<file path="config.mk">
export PLATFORM = sky130hd
export DESIGN_NAME = trig_seq_top
export DESIGN_NICKNAME = d
export VERILOG_FILES = /design/src/rtl/trig_seq_pkg.sv /design/src/rtl/trig_seq_cfg.sv /design/src/rtl/trig_seq_match.sv /design/src/rtl/trig_seq_core.sv /design/src/rtl/trig_seq_top.sv
export SDC_FILE = /design/constraint.sdc
export NUM_CORES = 1
export LEC_CHECK = 0
export ABC_AREA = 1
export BUFFER_PORTS_ARGS = -buffer_cell sky130_fd_sc_hd__buf_4
export CAP_MARGIN = 10
export CORE_MARGIN = 2
export CORE_UTILIZATION = 25
export CTS_CLUSTER_DIAMETER = 100
export DETAILED_ROUTE_END_ITERATION = 6
export HOLD_SLACK_MARGIN = 0.05
export SKIP_LAST_GASP = 1
export SLEW_MARGIN = 40
export SYNTH_ARGS = -nofsm -noshare
export SYNTH_HDL_FRONTEND = slang
export SYNTH_HIERARCHICAL = 1
export SYNTH_SLANG_ARGS = --single-unit
</file>
<file path="constraint.sdc">
create_clock -name clk -period 5.1 [get_ports clk]
set_clock_uncertainty 0.15 [all_clocks]
set_input_delay 1.02 -clock clk [delete_from_list [all_inputs] [get_ports clk]]
set_output_delay 1.02 -clock clk [all_outputs]
set_load 0.02 [all_outputs]
</file>
<file path="src/rtl/trig_seq_pkg.sv">
package trig_seq_pkg;
   typedef enum logic [1:0] {
      ACT_HOLD = 2'b00,
      ACT_NEXT = 2'b01,
      ACT_JUMP = 2'b10,
      ACT_FIRE = 2'b11
   } act_e;

   localparam int          SUB_W      = 3;
   localparam logic [2:0]  SUB_STAGE  = 3'd4;
   localparam logic [2:0]  SUB_STATUS = 3'd5;
endpackage

</file>
<file path="src/rtl/trig_seq_cfg.sv">
module trig_seq_cfg
   import trig_seq_pkg::*;
#(
   parameter int NUM_SENSE  = 8,
   parameter int NUM_STAGES = 8,
   parameter int NUM_PRIO   = 4,
   parameter int CNT_W      = 8,
   parameter int DATA_W     = 32,
   parameter int STG_W      = 3,
   parameter int ADDR_W     = STG_W + SUB_W
) (
   input  logic                                  clk,
   input  logic                                  rst_n,
   input  logic                                  arm,
   input  logic                                  wr_en,
   input  logic [ADDR_W-1:0]                     addr,
   input  logic [DATA_W-1:0]                     wdata,
   input  logic [STG_W-1:0]                      cur_stage,
   input  logic                                  irq_lvl,
   output logic [DATA_W-1:0]                     rdata,
   output logic [NUM_PRIO-1:0][NUM_SENSE-1:0]    sel_mask,
   output logic [NUM_PRIO-1:0][1:0]              sel_act,
   output logic [NUM_PRIO-1:0][STG_W-1:0]        sel_tgt,
   output logic [NUM_PRIO-1:0]                   sel_cnt,
   output logic [CNT_W-1:0]                      sel_thr,
   output logic                                  sel_cyc,
   output logic                                  irq_clr
);
   localparam int GRP_W  = NUM_SENSE + 2 + STG_W + 1;
   localparam int ACT_LO = NUM_SENSE;
   localparam int TGT_LO = NUM_SENSE + 2;
   localparam int CNT_B  = NUM_SENSE + 2 + STG_W;

   logic [GRP_W-1:0] grp_q [NUM_STAGES][NUM_PRIO];
   logic [CNT_W:0]   stg_q [NUM_STAGES];

   logic [SUB_W-1:0] sub;
   logic [STG_W-1:0] stg_a;
   logic             stg_ok;
   logic             wr_ok;

   assign sub    = addr[SUB_W-1:0];
   assign stg_a  = addr[ADDR_W-1:SUB_W];
   assign stg_ok = int'(stg_a) < NUM_STAGES;
   assign wr_ok  = wr_en && !arm && stg_ok;
   assign irq_clr = wr_en && (sub == SUB_STATUS) && wdata[0];

   always_ff @(posedge clk or negedge rst_n) begin
      if (!rst_n) begin
         for (int s = 0; s < NUM_STAGES; s++) begin
            stg_q[s] <= '0;
            for (int g = 0; g < NUM_PRIO; g++) grp_q[s][g] <= '0;
         end
      end else if (wr_ok) begin
         for (int s = 0; s < NUM_STAGES; s++) begin
            if (int'(stg_a) == s && sub == SUB_STAGE) stg_q[s] <= wdata[CNT_W:0];
            for (int g = 0; g < NUM_PRIO; g++)
               if (int'(stg_a) == s && int'(sub) == g) grp_q[s][g] <= wdata[GRP_W-1:0];
         end
      end
   end

   for (genvar g = 0; g < NUM_PRIO; g++) begin : g_sel
      assign sel_mask[g] = grp_q[cur_stage][g][NUM_SENSE-1:0];
      assign sel_act[g]  = grp_q[cur_stage][g][ACT_LO +: 2];
      assign sel_tgt[g]  = grp_q[cur_stage][g][TGT_LO +: STG_W];
      assign sel_cnt[g]  = grp_q[cur_stage][g][CNT_B];
   end
   assign sel_thr = stg_q[cur_stage][CNT_W-1:0];
   assign sel_cyc = stg_q[cur_stage][CNT_W];

   always_comb begin
      rdata = '0;
      if (sub == SUB_STATUS) begin
         rdata[0]          = irq_lvl;
         rdata[4 +: STG_W] = cur_stage;
      end else if (stg_ok && sub == SUB_STAGE) begin
         rdata[CNT_W:0] = stg_q[stg_a];
      end else if (stg_ok && int'(sub) < NUM_PRIO) begin
         rdata[GRP_W-1:0] = grp_q[stg_a][sub[$clog2(NUM_PRIO)-1:0]];
      end
   end
endmodule

</file>
<file path="src/rtl/trig_seq_match.sv">
module trig_seq_match #(
   parameter int NUM_SENSE = 8,
   parameter int NUM_PRIO  = 4,
   parameter int PRIO_W    = $clog2(NUM_PRIO)
) (
   input  logic [NUM_SENSE-1:0]               sense,
   input  logic [NUM_PRIO-1:0][NUM_SENSE-1:0] mask,
   output logic                               any_hit,
   output logic [PRIO_W-1:0]                  win
);
   logic [NUM_PRIO-1:0] grp_hit;

   for (genvar g = 0; g < NUM_PRIO; g++) begin : g_cmp
      assign grp_hit[g] = (|mask[g]) && ((sense & mask[g]) == mask[g]);
   end

   assign any_hit = |grp_hit;

   always_comb begin
      win = '0;
      for (int g = NUM_PRIO - 1; g >= 0; g--)
         if (grp_hit[g]) win = PRIO_W'(g);
   end
endmodule

</file>
<file path="src/rtl/trig_seq_core.sv">
module trig_seq_core
   import trig_seq_pkg::*;
#(
   parameter int NUM_STAGES = 8,
   parameter int STG_W      = 3,
   parameter int CNT_W      = 8
) (
   input  logic             clk,
   input  logic             rst_n,
   input  logic             arm,
   input  logic             hit,
   input  logic [1:0]       act,
   input  logic [STG_W-1:0] tgt,
   input  logic             counted,
   input  logic [CNT_W-1:0] thr,
   input  logic             cyc_mode,
   input  logic             irq_clr,
   output logic [STG_W-1:0] stage_q,
   output logic             trig_q,
   output logic             irq_q
);
   localparam logic [STG_W-1:0] LAST = STG_W'(NUM_STAGES - 1);

   logic [CNT_W-1:0] cnt_q, cnt_d, cnt_inc;
   logic [STG_W-1:0] stage_d;
   logic             met, fire;

   assign cnt_inc = (cnt_q == '1) ? cnt_q : cnt_q + 1'b1;

   always_comb begin
      met = 1'b0;
      if (hit) begin
         if (!counted)      met = 1'b1;
         else if (cyc_mode) met = (cnt_q == thr);
         else               met = ({1'b0, cnt_q} + 1'b1) == {1'b0, thr};
      end

      if (met)                     cnt_d = '0;
      else if (cyc_mode)           cnt_d = cnt_inc;
      else if (hit && counted)     cnt_d = cnt_inc;
      else                         cnt_d = cnt_q;

      stage_d = stage_q;
      fire    = 1'b0;
      if (met) begin
         case (act_e'(act))
            ACT_NEXT: stage_d = (stage_q == LAST) ? '0 : stage_q + 1'b1;
            ACT_JUMP: stage_d = (int'(tgt) < NUM_STAGES) ? tgt : '0;
            ACT_FIRE: begin
               stage_d = '0;
               fire    = 1'b1;
            end
            default:  stage_d = stage_q;
         endcase
      end
   end

   always_ff @(posedge clk or negedge rst_n) begin
      if (!rst_n) begin
         stage_q <= '0;
         cnt_q   <= '0;
         trig_q  <= 1'b0;
         irq_q   <= 1'b0;
      end else begin
         if (!arm) begin
            stage_q <= '0;
            cnt_q   <= '0;
            trig_q  <= 1'b0;
         end else begin
            stage_q <= stage_d;
            cnt_q   <= cnt_d;
            trig_q  <= fire;
         end
         if (arm && fire)  irq_q <= 1'b1;
         else if (irq_clr) irq_q <= 1'b0;
      end
   end
endmodule

</file>
<file path="src/rtl/trig_seq_top.sv">
module trig_seq_top
   import trig_seq_pkg::*;
#(
   parameter int NUM_SENSE  = 8,
   parameter int NUM_STAGES = 8,
   parameter int NUM_PRIO   = 4,
   parameter int CNT_W      = 8,
   parameter int DATA_W     = 32,
   parameter int STG_W      = $clog2(NUM_STAGES),
   parameter int ADDR_W     = STG_W + SUB_W
) (
   input  logic                 clk,
   input  logic                 rst_n,
   input  logic                 arm_i,
   input  logic [NUM_SENSE-1:0] sense_i,
   input  logic                 cfg_we_i,
   input  logic [ADDR_W-1:0]    cfg_addr_i,
   input  logic [DATA_W-1:0]    cfg_wdata_i,
   output logic [DATA_W-1:0]    cfg_rdata_o,
   output logic                 trig_o,
   output logic                 irq_o
);
   localparam int PRIO_W = $clog2(NUM_PRIO);

   if (NUM_PRIO < 2 || NUM_PRIO > 4) begin : g_bad_prio
      $error("NUM_PRIO must lie in 2..4");
   end
   if (NUM_STAGES < 2) begin : g_bad_stages
      $error("NUM_STAGES must be at least 2");
   end
   if (NUM_SENSE + 3 + STG_W > DATA_W || CNT_W + 1 > DATA_W || STG_W + 4 > DATA_W) begin : g_bad_width
      $error("DATA_W too narrow for configuration words");
   end

   logic [NUM_PRIO-1:0][NUM_SENSE-1:0] sel_mask;
   logic [NUM_PRIO-1:0][1:0]           sel_act;
   logic [NUM_PRIO-1:0][STG_W-1:0]     sel_tgt;
   logic [NUM_PRIO-1:0]                sel_cnt;
   logic [CNT_W-1:0]                   sel_thr;
   logic                               sel_cyc;
   logic                               irq_clr_w;
   logic [STG_W-1:0]                   stage_w;
   logic                               any_hit;
   logic [PRIO_W-1:0]                  win;

   trig_seq_cfg #(
      .NUM_SENSE(NUM_SENSE), .NUM_STAGES(NUM_STAGES), .NUM_PRIO(NUM_PRIO),
      .CNT_W(CNT_W), .DATA_W(DATA_W), .STG_W(STG_W), .ADDR_W(ADDR_W)
   ) cfg_i (
      .clk(clk), .rst_n(rst_n), .arm(arm_i), .wr_en(cfg_we_i),
      .addr(cfg_addr_i), .wdata(cfg_wdata_i), .cur_stage(stage_w),
      .irq_lvl(irq_o), .rdata(cfg_rdata_o), .sel_mask(sel_mask),
      .sel_act(sel_act), .sel_tgt(sel_tgt), .sel_cnt(sel_cnt),
      .sel_thr(sel_thr), .sel_cyc(sel_cyc), .irq_clr(irq_clr_w)
   );

   trig_seq_match #(
      .NUM_SENSE(NUM_SENSE), .NUM_PRIO(NUM_PRIO), .PRIO_W(PRIO_W)
   ) match_i (
      .sense(sense_i), .mask(sel_mask), .any_hit(any_hit), .win(win)
   );

   trig_seq_core #(
      .NUM_STAGES(NUM_STAGES), .STG_W(STG_W), .CNT_W(CNT_W)
   ) core_i (
      .clk(clk), .rst_n(rst_n), .arm(arm_i), .hit(any_hit),
      .act(sel_act[win]), .tgt(sel_tgt[win]), .counted(sel_cnt[win]),
      .thr(sel_thr), .cyc_mode(sel_cyc), .irq_clr(irq_clr_w),
      .stage_q(stage_w), .trig_q(trig_o), .irq_q(irq_o)
   );
endmodule

</file>
# Word level (Yosys, flattened, before mapping)
# Cells that the tools add are included.
# op_classes
add_sub_neg	3
magnitude_cmp	5
n_eq_ne	26
muxes	49
n_bitwise	7
n_reduce_logical	99
# ops
cell	n
56-bit binary-select mux with 3-bit select	2
56-bit two-way mux	4
2-bit AND reduction	41
9-bit binary-select mux with 3-bit select	2
1-bit logical AND	49
9-bit two-way mux	5
14-bit two-way mux	3
8-bit == test	5
8-bit two-way mux	5
8-bit bitwise AND	4
8-bit OR reduction	4
14-bit binary-select mux with 2-bit select	1
3-bit == test (second input constant)	9
3-bit two-way mux	6
1-bit two-way mux	10
2-bit two-way mux	5
8-bit by 1-bit adder with 9-bit output (second input constant)	1
3-bit by 2-bit == test with 1-bit output (second input constant)	3
9-bit by 8-bit == test with 1-bit output	1
3-bit case mux with 3 select lines	1
8-bit by 1-bit adder with 8-bit output (second input constant)	1
8-bit == test (second input constant)	1
4-bit greater-or-equal comparator (second input constant)	2
4-bit by 1-bit != test with 1-bit output (second input constant)	2
19 further kinds	22
# word_totals
register_bits	533
out_inout_bits	34
word_cells	233

# Logic depth before layout (Yosys ltp)
# Gate-level depths: netlist (run 1).
# logic_depth
word_depth	18
ltp_mapped	27
ltp_nobuf	24

# By module
# Netlist (run 1), hierarchy kept.
# modules_own_cells
mod	instances	cells_each	area_each_um2	seq_area_each_um2
trig_seq_cfg	1	3887	28173.3	13012.5
trig_seq_core	1	199	1233.7	325.3
trig_seq_match	1	104	439.2	0.0
trig_seq_top	1	70	289.0	0.0

# Least setup slack after synthesis (run 1)
# Ideal clock, no wire load.
# synth_timing
path_kind	input to output
start	input port cfg_addr_i[4]
end	output port cfg_rdata_o[11]
t_arrival_ns	2.435
required_ns	3.930
path_slack_ns	1.495
path_stages	12
path_cell_list	buf_2 inv_2 clkbuf_1 buf_1 nand2_1 nand3_1 nand2_1 nand2_1 nand2_1 nand2_1 nor2_1 nor2_1
# synth_via
elab_chain_len	10
# synth_lines
item	line_no	rtl
start, declared	trig_seq_top.sv:17	input logic [ADDR_W-1:0] cfg_addr_i,
3-bit inverter with 4-bit output (not written as such)	trig_seq_cfg.sv:80	rdata[GRP_W-1:0] = grp_q[stg_a][sub[$clog2(NUM_PRIO)-1:0]];
56-bit binary-select mux with 3-bit select	trig_seq_cfg.sv:80	
56-bit two-way mux (not written as such) (2 in series)	trig_seq_cfg.sv:80	
14-bit binary-select mux with 2-bit select	trig_seq_cfg.sv:80	
14-bit two-way mux (not written as such) (2 in series)	trig_seq_cfg.sv:80	
14-bit two-way mux	trig_seq_cfg.sv:79	end else if (stg_ok && int'(sub) < NUM_PRIO) begin
5-bit two-way mux	trig_seq_cfg.sv:77	end else if (stg_ok && sub == SUB_STAGE) begin
7-bit two-way mux	trig_seq_cfg.sv:74	if (sub == SUB_STATUS) begin
end, declared	trig_seq_top.sv:19	output logic [DATA_W-1:0] cfg_rdata_o,
# No other way between the ends. The select of a mux whose other input is x is not followed.

==> impl_metrics.yaml, run 1 <==
placement:
  hpwl_um: 67800
  routabilityCongestion: 0.922
  portBuffers: 47
finish:
  syn2layout_area_growth_pct: 12.9
  layout-drive-gt1-share_pct: 8.91
  fin_nets: 4193
  fill_cells: 13100
routing:
  vias: 29000
  routed_wl_um: 109000
  post_drt_wl_per_cell_um: 18.8
  ant_nets: 0
  drc: 0
  drt_pass1_iterations: 6
  vias_per_cell: 5.00
  drt_iter0_drc: 3181
cts:
  cts.reportedPaths.clkPinSlew_ns: 0.06
  cts_resized: 0
  htree_levels: 2
  cts_hold_buf: 0
  cts_tree: "done"
  clock-sinks: 533
  post_cts_buffers: 0
  cts_buffer_depth: 3
  clock_latency_ns: 0.67
  numCtsBuffers: 60
  cts-root-buf: "clkbuf_16"
sta:
  fmax_mhz: 217
  finalSetupViolations: 0
  finalCritPeriodShare_pct: 90.3
  holdWs_ns: 0.118
  fin_crit_ns: 4.61
  slew_violations: 0
  tns_ns: 0
  relSlewSlack_pct: 39.5
  rsz0062_at_grt: "no"
  hold_viol: 0
  worst_pin_slew_ns: 0.907
floorplan:
  dieArea_um2: 123000
  die_w_um: 351
  std_cell_rows: 127
  core_um2: 120000
  ios: 84
  die_h_um: 351
  initial_core_util_pct: 25.2
logic_synthesis:
  yosysTopAreaCell: "dfrtp_1"
  netlist_top_cells_count: "nand2_1 (1,245), o21ai_0 (735), dfrtp_1 (533)"
  synth-edff-count: 0
  syn-cell-area_um2: 30100
  ys_warn_count: 6
  async_reset_ff_share_pct: 100
  postSynthAreaPerCell_um2: 7.07
  ys_types: 41
  synth.most_common_cell: "nand2_1"
  synthFlopType: "dfrtp_1"
  syn_inst: 4260
  seq_area_frac_synth_pct: 44.3
  synth.top_cells.by_area: "dfrtp_1 (44%), nand2_1 (16%), o21ai_0 (12%)"
  synth_seq_cells: 533
  synth_top_area_share_pct: 44.3
global_route:
  antenna_found_initial: 2
  grt_max_degree: 109
  grt_overflow_total: 0
  grt_pass1_wl_um: 168000
  grt_use_total_pct: 17.5
  grt_pass1_vias: 27000
setup_path:
  slowest_stage: "dfrtp_4"
  cp-start-kind: "flip-flop"
  crit_start: "core_i/stage_q[1]"
  cp_num_buf_inv: 7
  worstSetupPathType: "flip-flop to flip-flop"
  worstSetupEndpointType: "flip-flop"
  worstReg2RegStart: "core_i/stage_q[1]"
  cpPeakStageDelay_ns: 0.67
  cp_top_family: "buffers and inverters"
  cp_data_arrival_time_ns: 5.02
  cpMostUsedCell: "nand2_1"
  crit_fanout: 28
  required_ns: 5.52
power:
  power_density_nw_per_um2: 412
  p_leak_nw: 14.9
  ir_worst_vdd_mv: 0.343
min_path:
  min_path_type: "input port to asynchronous set/reset pin"
run_status:
  status: "complete, no violations"
flow_run:
  cap_violations: 0
==> metal layers <==
layer,up-vias,part of all wire (%),GRT usage [%]
li1,13700,-,-
met2,1317,45,28.1
met3,242,8.5,2.69
met4,2,4.2,7.12
met1,13800,42,23.5
met5,-,0.016,0
==> where the power goes <==
| group | leakage (nW) | switching [mW] | total (mW) | internal, mW |
|---|---|---|---|---|
| clock | 0.985 | 1.92 | 4.44 | 2.52 |
| combinational | 6.61 | 3.25 | 4.70 | 1.45 |
| sequential | 7.26 | 0.289 | 4.88 | 4.59 |
| total | 14.9 | 5.46 | 14.0 | 8.56 |
==> state kept, by name (all words and copies together) (netlist names) <==
name            count
cfg_i/grp_q       448
cfg_i/stg_q        72
core_i/cnt_q        8
core_i/stage_q      3
core_i/irq_q        1
core_i/trig_q       1
==> worst paths after layout <==
path,end,cells past startpoint,slack (ns)
min reg2reg,cfg_i/grp_q[192],2,0.33
min in group clk,cfg_i/grp_q[192],2,0.33
max,core_i/stage_q[2],26,0.49
max in group asynchronous,cfg_i/grp_q[101],3,3.48
min,cfg_i/grp_q[306],1,0.12
max reg2reg,core_i/stage_q[2],26,0.49
==> layout make-up <==
type / count / area (µm²) / share of cell area (%)
Tap cell: 1612 / 2020 / 5.93
Clock buffer: 86 / 1740 / 5.11
Inverter: 268 / 1020 / 2.99
Multi-Input combinational cell: 3141 / 14300 / 42.1
Sequential cell: 533 / 13300 / 39.2
Timing Repair Buffer: 134 / 1330 / 3.89
Clock inverter: 24 / 244 / 0.717
Antenna cell: 1 / 2.50 / 0.00735
==> cell families (layout without fill, tap and decap cells) <==
| kind of cell | after synthesis | in the layout | synth area share (%) |
|---|---|---|---|
| compound gates | 1208 | 1208 | 21.2 |
| fa+ha+maj | 5 | 5 | 0.208 |
| buf+inv | 603 | 512 | 8.43 |
| flops | 533 | 533 | 44.3 |
| other cells | 1 | 19 | 0.0124 |
| simple gates | 1910 | 1910 | 25.9 |
==> worst register-to-register path, cell delays in order, from the launching register on <==
cell	delay (ns)
dfrtp_4	0.67
inv_4	0.25
buf_12	0.24
buf_4	0.26
a21oi_1	0.16
o21ai_0	0.09
o21ai_0	0.10
nor2_1	0.06
a31oi_1	0.44
nand2_1	0.10
nand2_1	0.07
nor2_1	0.04
nand3_1	0.11
inv_1	0.05
a21oi_1	0.15
buf_4	0.25
inv_2	0.17
nand2_1	0.10
nand3_1	0.06
nand2_1	0.18
inv_1	0.07
ha_1	0.25
nor2_1	0.15
nand2_1	0.07
a21oi_1	0.13
nand3_1	0.09
nand2_1	0.07
==> through the flow <==
| step | instance area, µm² | std cells | power (mW) | util [%] | setup slack (ns) |
|---|---|---|---|---|---|
| final | 34000 | 5799 | 14.0 | 28.4 | 0.493 |
| after detailed placement | 32000 | 5687 | 9.54 | 26.7 | 0.630 |
| after floorplan | 30200 | 4277 | 8.09 | - | 1.49 |
| after global placement | 32000 | 5687 | 9.47 | 26.7 | 0.618 |
| after global routing | 34000 | 5799 | 14.8 | 28.4 | 0.227 |
| after CTS | 34000 | 5797 | 14.0 | 28.4 | 0.614 |
==> layout by cell type (no fill, tap or decap), types with 11 or more instances in the layout <==
cell type,netlist,final
nand2_2,45,47
conb_1,1,18
clkbuf_8,3,14
o211ai_1,23,23
buf_12,0,23
a31oi_1,65,65
nor2_2,16,16
inv_2,14,19
nor2_1,359,357
o22ai_1,48,48
nand2_1,1245,1243
clkinv_2,1,18
nand3_1,194,194
dfrtp_1,533,530
o21ai_2,29,29
a21oi_1,181,181
o21ai_0,735,735
clkbuf_1,232,12
o21ai_1,117,117
nand2_4,11,11
clkbuf_16,0,60
inv_1,251,243
nand4_1,26,26
buf_4,22,108
Note: power is estimated with default switching activity, not from simulation.
==> inputs of run 2 (changes only) <==
Settings changed: BUFFER_PORTS_ARGS -buffer_cell sky130_fd_sc_hd__buf_4 to not set, DONT_BUFFER_PORTS set to 1.
==> run 2 against run 1 <==
The run now ends with DRC left. Critical path depth is 4 lower. Wire length decreased by 0.24%. Sequential share of layout area rose by 0.19 points. First-iteration DRC count increased by 0.94%. Setup slack improved by 0.079 ns. Die area is the same. Largest power group unchanged. Highest routed layer is now met4.
==> impl_metrics.yaml, run 2 (synthesis gave the netlist of run 1 again) <==
floorplan:
  ios: 84
  initial_core_util_pct: 25.2
  dieArea_um2: 123000
  die_h_um: 351
  die_w_um: 351
  std_cell_rows: 127
  core_um2: 120000
finish:
  largestRegisters: "cfg_i/grp_q (448), cfg_i/stg_q (72), core_i/cnt_q (8)"
  final_util_pct: 28.3
  finish.instance_area_um2: 33900
  fin_nets: 4146
  syn2layout_area_growth_pct: 12.4
  fill_cells: 13100
  regMostFlops: "cfg_i/grp_q"
  regArea_um2: 13300
  final_cells: 5762
  layout-drive-gt1-share_pct: 7.94
  final_cell_mix: "nand2_1 (1,243), o21ai_0 (735), dfrtp_1 (530), nor2_1 (357), inv_1 (242)"
  largest_register_ffs: 448
  layout_commonest_cell: "nand2_1"
  multi_input_area_um2: 14300
power:
  finalPower_mw: 14.2
  ir_worst_vdd_mv: 0.423
  power_density_nw_per_um2: 421
  p_leak_nw: 14.7
routing:
  drc: 2
  ant_nets: 0
  routed_wl_um: 109000
  vias: 28700
  post_drt_wl_per_cell_um: 18.9
  vias_per_cell: 4.98
  drt_pass1_iterations: 7
  drt_iter0_drc: 3211
global_route:
  grt_use_total_pct: 17.4
  grt_overflow_total: 0
  grt_pass1_wl_um: 166000
  grt_max_degree: 534
  antenna_found_initial: 7
  grt_pass1_vias: 26800
setup_path:
  required_ns: 5.53
  cp-start-kind: "flip-flop"
  crit_fanout: 46
  worstSetupPathType: "flip-flop to flip-flop"
  path_cells: "inv_4 > buf_4 > o21ai_0 > o22ai_1 > nor2_1 > a31oi_1 > nor2_1 > nand4_1 > nand3_1 > a21oi_1 > buf_4 > inv_2 > nand2_1 > nand3_1 > nand2_1 > inv_1 > ha_1 > nor3_1 > a22oi_1 > nor2_1 > nand3_1 > nand2_1"
  slowest_stage: "dfrtp_4"
  cp_num_buf_inv: 5
  crit_start: "core_i/stage_q[1]"
  worstSetupEndpointType: "flip-flop"
  cpPeakStageDelay_ns: 0.60
  cp_data_arrival_time_ns: 4.95
  cp_top_family: "buffers and inverters"
  worstReg2RegStart: "core_i/stage_q[1]"
cts:
  cts_buffer_depth: 3
  post_cts_buffers: 0
  clock-sinks: 533
  cts.reportedPaths.clkPinSlew_ns: 0.06
  numCtsBuffers: 61
  htree_levels: 2
  clock_latency_ns: 0.67
  cts_tree: "done"
  cts_resized: 0
  cts-root-buf: "clkbuf_16"
sta:
  fin_crit_ns: 4.53
  finalCritPeriodShare_pct: 88.8
  worst_pin_slew_ns: 0.853
  holdWs_ns: 0.278
  fmax_mhz: 221
  tns_ns: 0
  rsz0062_at_grt: "no"
  finalSetupViolations: 0
  setup_ws_ns: 0.572
  relSlewSlack_pct: 43.2
  slew_violations: 0
  hold_viol: 0
placement:
  portBuffers: 0
  place_ws_ns: 0.680
  placed_cells_incl_taps: 5636
  routabilityCongestion: 0.878
  hpwl_um: 64700
  placed_area_um2: 31600
min_path:
  min_path_type: "input port to asynchronous set/reset pin"
flow_run:
  cap_violations: 0
run_status:
  status: "finished, violations left"
  violations: "DRC"
==> run 2: changes by cell type in the layout (fill, tap and decap cells not counted), sizes merged <==
cell	previous run	this run
diode	1	8
clkinvlp	2	0
bufinv	3	8
inv	265	269
clkinv	22	15
clkbuf	86	90
buf	134	86
==> run 2: path summary, 6_finish.rpt <==
check	endpoint	slack (ns)	cells past startpoint
max	core_i/stage_q[1]	0.57	22
min	cfg_i/grp_q[264]	0.28	1
max reg2reg	core_i/stage_q[1]	0.57	22
min reg2reg	cfg_i/grp_q[314]	0.33	2
max in group asynchronous	cfg_i/grp_q[393]	3.29	2
min in group clk	cfg_i/grp_q[314]	0.33	2
==> run 2: layer usage <==
layer	global-route usage, %	wire length [µm]	vias up
li1	-	-	13600
met1	23.1	46400	13600
met2	27.2	48900	1219
met3	3.13	8870	242
met4	8.54	4680	0
met5	0	0	-
==> run 2: area by class of cell <==
| class | instances | area share, % |
|---|---|---|
| clock buffer | 90 | 5.30 |
| clock inverter | 24 | 1.03 |
| tap | 1612 | 5.96 |
| multi-input combinational | 3141 | 42.3 |
| timing repair buffer | 86 | 2.88 |
| sequential | 533 | 39.4 |
| inverter | 268 | 3.00 |
| antenna | 8 | 0.0591 |
==> run 2: worst reg2reg max path: cells and delay by family (launching register included) <==
kind | cells | cell delay (ns)
buffers and inverters | 5 | 1.40
DFF | 1 | 0.60
AOI/OAI and AO/OA | 5 | 0.87
adders and majority gates | 1 | 0.25
and+or+nand+nor | 11 | 1.19
==> run 2: power breakdown <==
part | internal [mW] | switching, mW
sequential | 4.59 | 0.289
clock | 2.84 | 1.92
combinational | 1.43 | 3.18
total | 8.86 | 5.39
